`config.mk`:
```
export PLATFORM = sky130hd
export DESIGN_NAME = wide_reg_bridge
export DESIGN_NICKNAME = d
export VERILOG_FILES = /design/src/rtl/wrb_pkg.sv /design/src/rtl/wrb_decode.sv /design/src/rtl/wrb_temp_reg.sv /design/src/rtl/wrb_store.sv /design/src/rtl/wide_reg_bridge.sv
export SDC_FILE = /design/constraint.sdc
export NUM_CORES = 1
export LEC_CHECK = 0
export CORE_ASPECT_RATIO = 1.2
export CORE_UTILIZATION = 50
export DETAILED_ROUTE_END_ITERATION = 8
export PLACE_DENSITY_LB_ADDON = 0.1
export SYNTH_ARGS = -nofsm -noshare
export SYNTH_HDL_FRONTEND = slang
export SYNTH_SLANG_ARGS = --single-unit
```
`constraint.sdc`:
```
create_clock -name clk_i -period 4 [get_ports clk_i]
set_input_delay 0.6 -clock clk_i [delete_from_list [all_inputs] [get_ports clk_i]]
set_output_delay 0.6 -clock clk_i [all_outputs]
set_load 0.05 [all_outputs]
```
`src/rtl/wrb_pkg.sv`:
```
package wrb_pkg;
  localparam int unsigned BYTE_W = 8;
  localparam int unsigned WORD_W = 2 * BYTE_W;

  typedef enum logic [1:0] {
    KIND_CNT  = 2'd0,
    KIND_CAP  = 2'd1,
    KIND_CMP  = 2'd2,
    KIND_NONE = 2'd3
  } reg_kind_e;
endpackage

```
`src/rtl/wrb_decode.sv`:
```
module wrb_decode
  import wrb_pkg::*;
#(
  parameter int unsigned NUM_CMP = 3,
  parameter int unsigned ADDR_W  = 4,
  localparam int unsigned IDX_W  = ADDR_W - 1
) (
  input  logic [ADDR_W-1:0]  addr_i,
  output reg_kind_e          kind_o,
  output logic               hi_o,
  output logic [NUM_CMP-1:0] cmp_sel_o
);
  logic [IDX_W-1:0] idx;

  assign idx  = addr_i[ADDR_W-1:1];
  assign hi_o = addr_i[0];

  always_comb begin
    if (int'(idx) == 0)                kind_o = KIND_CNT;
    else if (int'(idx) == 1)           kind_o = KIND_CAP;
    else if (int'(idx) < NUM_CMP + 2)  kind_o = KIND_CMP;
    else                               kind_o = KIND_NONE;
  end

  for (genvar k = 0; k < NUM_CMP; k++) begin : g_sel
    assign cmp_sel_o[k] = (int'(idx) == k + 2);
  end
endmodule

```
`src/rtl/wrb_temp_reg.sv`:
```
module wrb_temp_reg #(
  parameter int unsigned W = 8
) (
  input  logic         clk_i,
  input  logic         rst_ni,
  input  logic         load_i,
  input  logic [W-1:0] d_i,
  output logic [W-1:0] q_o
);
  always_ff @(posedge clk_i or negedge rst_ni) begin
    if (!rst_ni)     q_o <= '0;
    else if (load_i) q_o <= d_i;
  end
endmodule

```
`src/rtl/wrb_store.sv`:
```
module wrb_store #(
  parameter int unsigned W = 16
) (
  input  logic         clk_i,
  input  logic         rst_ni,
  input  logic         we_i,
  input  logic [W-1:0] d_i,
  output logic [W-1:0] q_o
);
  always_ff @(posedge clk_i or negedge rst_ni) begin
    if (!rst_ni)   q_o <= '0;
    else if (we_i) q_o <= d_i;
  end
endmodule

```
`src/rtl/wide_reg_bridge.sv`:
```
module wide_reg_bridge
  import wrb_pkg::*;
#(
  parameter int unsigned NUM_CMP  = 3,
  localparam int unsigned NUM_REG = NUM_CMP + 2,
  localparam int unsigned ADDR_W  = $clog2(NUM_REG) + 1
) (
  input  logic                      clk_i,
  input  logic                      rst_ni,
  input  logic                      wr_en_i,
  input  logic                      rd_en_i,
  input  logic [ADDR_W-1:0]         addr_i,
  input  logic [BYTE_W-1:0]         wdata_i,
  output logic [BYTE_W-1:0]         rdata_o,
  input  logic [WORD_W-1:0]         cnt_i,
  output logic                      cnt_load_o,
  output logic [WORD_W-1:0]         cnt_load_val_o,
  output logic [WORD_W-1:0]         cap_o,
  output logic [NUM_CMP*WORD_W-1:0] cmp_o
);
  reg_kind_e          kind;
  logic               hi;
  logic [NUM_CMP-1:0] cmp_sel;
  logic               valid_reg;
  logic               wr_hi, wr_lo, rd_lo;
  logic               temp_load;
  logic [BYTE_W-1:0]  temp_d, temp_q;
  logic [WORD_W-1:0]  word_d;
  logic [WORD_W-1:0]  cmp_rd;

  wrb_decode #(
    .NUM_CMP (NUM_CMP),
    .ADDR_W  (ADDR_W)
  ) i_decode (
    .addr_i    (addr_i),
    .kind_o    (kind),
    .hi_o      (hi),
    .cmp_sel_o (cmp_sel)
  );

  assign valid_reg = (kind != KIND_NONE);
  assign wr_hi     = wr_en_i && hi && valid_reg;
  assign wr_lo     = wr_en_i && !hi && valid_reg;
  // write strobe wins over a concurrent read
  assign rd_lo     = rd_en_i && !wr_en_i && !hi;
  assign word_d    = {temp_q, wdata_i};

  always_comb begin
    temp_load = 1'b0;
    temp_d    = wdata_i;
    if (wr_hi) begin
      temp_load = 1'b1;
    end else if (rd_lo && kind == KIND_CNT) begin
      temp_load = 1'b1;
      temp_d    = cnt_i[WORD_W-1:BYTE_W];
    end else if (rd_lo && kind == KIND_CAP) begin
      temp_load = 1'b1;
      temp_d    = cap_o[WORD_W-1:BYTE_W];
    end
  end

  wrb_temp_reg #(.W(BYTE_W)) i_temp (
    .clk_i  (clk_i),
    .rst_ni (rst_ni),
    .load_i (temp_load),
    .d_i    (temp_d),
    .q_o    (temp_q)
  );

  wrb_store #(.W(WORD_W)) i_cap (
    .clk_i  (clk_i),
    .rst_ni (rst_ni),
    .we_i   (wr_lo && kind == KIND_CAP),
    .d_i    (word_d),
    .q_o    (cap_o)
  );

  for (genvar k = 0; k < NUM_CMP; k++) begin : g_cmp
    wrb_store #(.W(WORD_W)) i_cmp (
      .clk_i  (clk_i),
      .rst_ni (rst_ni),
      .we_i   (wr_lo && cmp_sel[k]),
      .d_i    (word_d),
      .q_o    (cmp_o[k*WORD_W +: WORD_W])
    );
  end

  assign cnt_load_o     = wr_lo && kind == KIND_CNT;
  assign cnt_load_val_o = word_d;

  always_comb begin
    cmp_rd = '0;
    for (int k = 0; k < NUM_CMP; k++) begin
      if (cmp_sel[k]) cmp_rd = cmp_rd | cmp_o[k*WORD_W +: WORD_W];
    end
  end

  always_comb begin
    rdata_o = '0;
    if (rd_en_i) begin
      unique case (kind)
        KIND_CNT: rdata_o = hi ? temp_q : cnt_i[BYTE_W-1:0];
        KIND_CAP: rdata_o = hi ? temp_q : cap_o[BYTE_W-1:0];
        KIND_CMP: rdata_o = hi ? cmp_rd[WORD_W-1:BYTE_W] : cmp_rd[BYTE_W-1:0];
        default:  rdata_o = '0;
      endcase
    end
  end
endmodule

```
==> flow_summary_export.csv <==
group,metric,value,unit
grt,globalRouteTotalUtil,30.4,%
floorplanning,floorplan.die_area,0.00770,mm2
route,detail_route.drc_violations,0,
finish,post-route-cell-area,0.00508,mm2
placement,finalWeightedCongestion,0.871,
placement,place.port_buffers,120,
grt,grt_util_met3,4.83,%
power,comb_power_share,48.0,%
yosys,synthesized_area_fraction_occupied_by_and_or_nand_nor_cells,10.3,%
worst_setup_path,crit_path_cell_trace,"clkdlybuf4s50_1 -> and3b_1 -> nand2_1 -> a32o_1 -> a21oi_1 -> buf_12",
power,power_frac_seq,35.5,%
grt,grt_pass1_wl,17000,um
finish,synthToLayoutAreaGrowth,38.3,%
grt,grt_max_degree,47,
timing,timing.final.max_slew_violations,0,
timing,finClkSkew,0.00555,ns
worst_setup_path,worst-setup-path-type,"in2out",
worst_hold_path,hold_path.class,"in2async",
placement,post-place-ws,0.540,ns
worst_setup_path,critPathSlowestCell,"sky130_fd_sc_hd__clkdlybuf4s50_1",
yosys,synth-seq-cells,72,
worst_setup_path,critical_path.max_stage_delay,0.78,ns
clocking,tritoncts,"yes",
worst_setup_path,ff2ff_setup_slack,3.13,ns
timing,finalSetupTns,0,ns
grt,grt_util_met2,47.6,%
timing,worst_hold_slack,0.441,ns
floorplanning,initial_utilization,52.6,%
timing,slew_headroom,28.6,%
floorplanning,die-width,80.2,um
timing,tightestPinTransition,1.07,ns
worst_setup_path,crit-reg2reg-launch,"i_temp.q_o[4]$_DFFE_PN0P_",
worst_setup_path,rr_worst_depth,2,
yosys,ys_types,35,
power,vdd_drop_max,0.000481,V
clocking,cts_hold_buffers,0,
floorplanning,core_area,0.00698,mm2
power,power_total,3.13,mW
grt,vias_in_the_first_global_route,3054,
grt,globalRoute.totalOverflow,0,
worst_setup_path,cp.arrival,2.84,ns
status,outcome,"finished, final reports clean",
floorplanning,ioPinCount,121,
route,detail_route.first_pass.iterations,5,
route,detailroute.via_count,3191,
yosys,synth_compound_area_share,19.9,%
timing,period_minus_slack,3.44,ns
timing,slack_of_the_critical_path,0.555,ns
clocking,max-clock-path-buffers,2,
worst_setup_path,critical_path.startpoint_type,"input port",
clocking,cts_resized,0,
worst_setup_path,critical_path.reg2reg.endpoint,"g_cmp[1].i_cmp.q_o[12]$_DFFE_PN0P_",
worst_setup_path,wp_depth,6,
finish,finish.utilization,72.8,%
placement,dpl_cells,508,
yosys,synth_xor_area_share,0,%
finish,post_route_cells_drive_above_1_share,18.8,%
power,swShare,46.7,%
yosys,synth-edff-count,0,
timing,unrepaired_setup_endpoints_after_global_routing,"no",
finish,layout.cells.non_filler,524,
finish,nets,464,
route,avgRoutedWirePerCell,20.8,um
power,internal_power,1.67,mW
clocking,numCtsBuffers,9,
yosys,synth_area_per_cell,11.1,um2
yosys,yosys-mux-area-fraction,14.4,%
yosys,sequential_fraction_of_the_synthesis_area,49.0,%
worst_setup_path,critical_path.startpoint,"addr_i[2]",
timing,timing.final.crit_share,86.1,%
timing,finalHoldViolCount,0,
yosys,postSynthNetCount,362,
worst_setup_path,crit_path_capture_type,"primary output",
yosys,post_synth_fa_ha_maj_area_fraction,0,%
yosys,asyncSetResetFlopFracSynth,100,%
yosys,synth_flop_cell,"sky130_fd_sc_hd__dfrtp_1",
yosys,main_combinational_cell_family_by_area_after_synthesis,"compound AO/OA/AOI/OAI gates",
power,powerDensity,616,mW/mm2
worst_setup_path,timing.critical_path.max_delay_family,"buffers and inverters",
grt,initial_antenna_violation_count,0,
power,clock_group_share_of_total_power,16.4,%
power,cellLeakagePower,2.13,nW
route,vias_per_cell,6.09,
timing,fmax,290,MHz
floorplanning,rows,33,
placement,dpl.hpwl,7950,um
yosys,yosys_warnings,0,
clocking,insertion_delay,0.35,ns
clocking,clock_sinks,72,
run,max_cap_violations,0,
floorplanning,die_y_extent,95.9,um
worst_setup_path,crit_end,"rdata_o[7]",
worst_setup_path,critPathBufInv,2,
finish,fillCellCount,506,
clocking,cts_htree_levels,3,
power,netSwitchingPower,1.46,mW
yosys,number_of_instances_in_the_synthesized_netlist,330,
clocking,clockRootBuffer,"sky130_fd_sc_hd__clkbuf_8",
grt,grt-busiest-layer,"met2",
yosys,netlist_area,0.00367,mm2
worst_setup_path,worst-endpoint-required,3.40,ns
worst_setup_path,critical_path_peak_fanout,16,
finish,num_antenna_cells,0,
placement,placement.cell_area,0.00491,mm2
clocking,cts.reportedPaths.clkPinSlew,0.08,ns
route,drt_iter0_markers,325,
route,drtAntennaViolNets,0,
route,drt_wl_total,10900,um
timing,setup_viol,0,
clocking,post_cts_buffers,0,
grt,met1_track_demand_over_resource_in_global_routing,41.9,%
[kinds of logic (layout without fill, tap and decap cells)]
| family | after synthesis | count (layout) |
|---|---|---|
| buffers and inverters | 43 | 150 |
| AND/OR/NAND/NOR | 68 | 68 |
| multiplexers | 48 | 48 |
| flip-flops | 72 | 72 |
| AO/OA/AOI/OAI | 99 | 99 |
[cells in the final DEF (no fill, tap or decap), types with 2 or more instances in the layout]
cell type                         instances
sky130_fd_sc_hd__clkdlybuf4s50_1        110
sky130_fd_sc_hd__dfrtp_1                 72
sky130_fd_sc_hd__mux2_2                  37
sky130_fd_sc_hd__nand2_1                 35
sky130_fd_sc_hd__o21ai_0                 25
sky130_fd_sc_hd__nor2b_1                 16
sky130_fd_sc_hd__a32oi_1                 16
sky130_fd_sc_hd__a21oi_1                 16
sky130_fd_sc_hd__clkbuf_8                 9
sky130_fd_sc_hd__buf_12                   9
sky130_fd_sc_hd__a32o_1                   8
sky130_fd_sc_hd__a22o_1                   8
sky130_fd_sc_hd__a22oi_1                  8
sky130_fd_sc_hd__inv_1                    8
sky130_fd_sc_hd__o21bai_2                 8
sky130_fd_sc_hd__o221ai_1                 8
sky130_fd_sc_hd__mux2i_1                  8
sky130_fd_sc_hd__buf_4                    5
sky130_fd_sc_hd__and2b_1                  3
sky130_fd_sc_hd__nor2_1                   3
sky130_fd_sc_hd__mux2_1                   3
sky130_fd_sc_hd__clkinv_2                 3
sky130_fd_sc_hd__nand4_2                  2
sky130_fd_sc_hd__clkinvlp_4               2
[power by group through the flow]
stage / clock network [mW] / logic, mW / registers [mW]
final: 0.515 / 1.50 / 1.11
after global routing: 0.548 / 1.57 / 1.13
after CTS: 0.515 / 1.51 / 1.11
after detailed placement: 0 / 1.51 / 1.12
after global placement: 0 / 1.49 / 1.12
after floorplan: 0 / 0.309 / 1.73
[registers in the layout, summed over array words and instances (netlist names)]
| name | flops |
|---|---|
| g_cmp.i_cmp.q_o | 48 |
| i_cap.q_o | 16 |
| i_temp.q_o | 8 |
[cell usage after synthesis, drive strengths merged, types with 2 or more instances]
| library cell | count | area share, % |
|---|---|---|
| o21bai | 8 | 2.5 |
| dfrtp | 72 | 49 |
| a22oi | 8 | 1.6 |
| a32oi | 16 | 3.8 |
| nor2b | 16 | 2.7 |
| mux2 | 40 | 12 |
| o21ai | 25 | 3.4 |
| a21oi | 16 | 2.2 |
| o221ai | 8 | 1.9 |
| nor2 | 4 | 0.61 |
| nand4 | 2 | 0.68 |
| nand2 | 35 | 3.6 |
| clkbuf | 12 | 1.3 |
| buf | 22 | 4.1 |
| mux2i | 8 | 2.2 |
| a22o | 8 | 1.9 |
| and2b | 3 | 0.61 |
| inv | 8 | 0.82 |
| a32o | 8 | 2.2 |
[final cells by class]
| class | count | area, um2 | area share (%) |
|---|---|---|---|
| Inverter | 9 | 33.8 | 0.665 |
| Clock inverter | 7 | 47.5 | 0.936 |
| Sequential cell | 72 | 1800 | 35.5 |
| Timing Repair Buffer | 125 | 1320 | 26.1 |
| Clock buffer | 9 | 124 | 2.44 |
| Tap cell | 87 | 109 | 2.14 |
| Multi-Input combinational cell | 215 | 1640 | 32.3 |
[metal layers]
metal / routed length (um) / vias up / part of all wire [%]
met3: 939 / 20 / 8.6
li1: - / 1417 / -
met5: 0 / - / 0
met4: 253 / 0 / 2.3
met2: 5190 / 194 / 48
met1: 4530 / 1560 / 42
[worst register-to-register path, stage by stage (launching register included)]
cell	delay (ns)
sky130_fd_sc_hd__dfrtp_1	0.44
sky130_fd_sc_hd__inv_1	0.17
sky130_fd_sc_hd__o21ai_0	0.12
[how the worst min path moves through the flow]
stage,startpoint,to,depth (start not counted)
floorplan,rst_ni,g_cmp[0].i_cmp.q_o[0]$_DFFE_PN0P_,0
global placement,g_cmp[2].i_cmp.q_o[15]$_DFFE_PN0P_,g_cmp[2].i_cmp.q_o[15]$_DFFE_PN0P_,2
detailed placement,g_cmp[2].i_cmp.q_o[15]$_DFFE_PN0P_,g_cmp[2].i_cmp.q_o[15]$_DFFE_PN0P_,2
CTS,rst_ni,g_cmp[1].i_cmp.q_o[4]$_DFFE_PN0P_,1
global route,rst_ni,g_cmp[1].i_cmp.q_o[4]$_DFFE_PN0P_,1
finish,rst_ni,g_cmp[1].i_cmp.q_o[4]$_DFFE_PN0P_,1
Power figures use the tool's default switching activity.
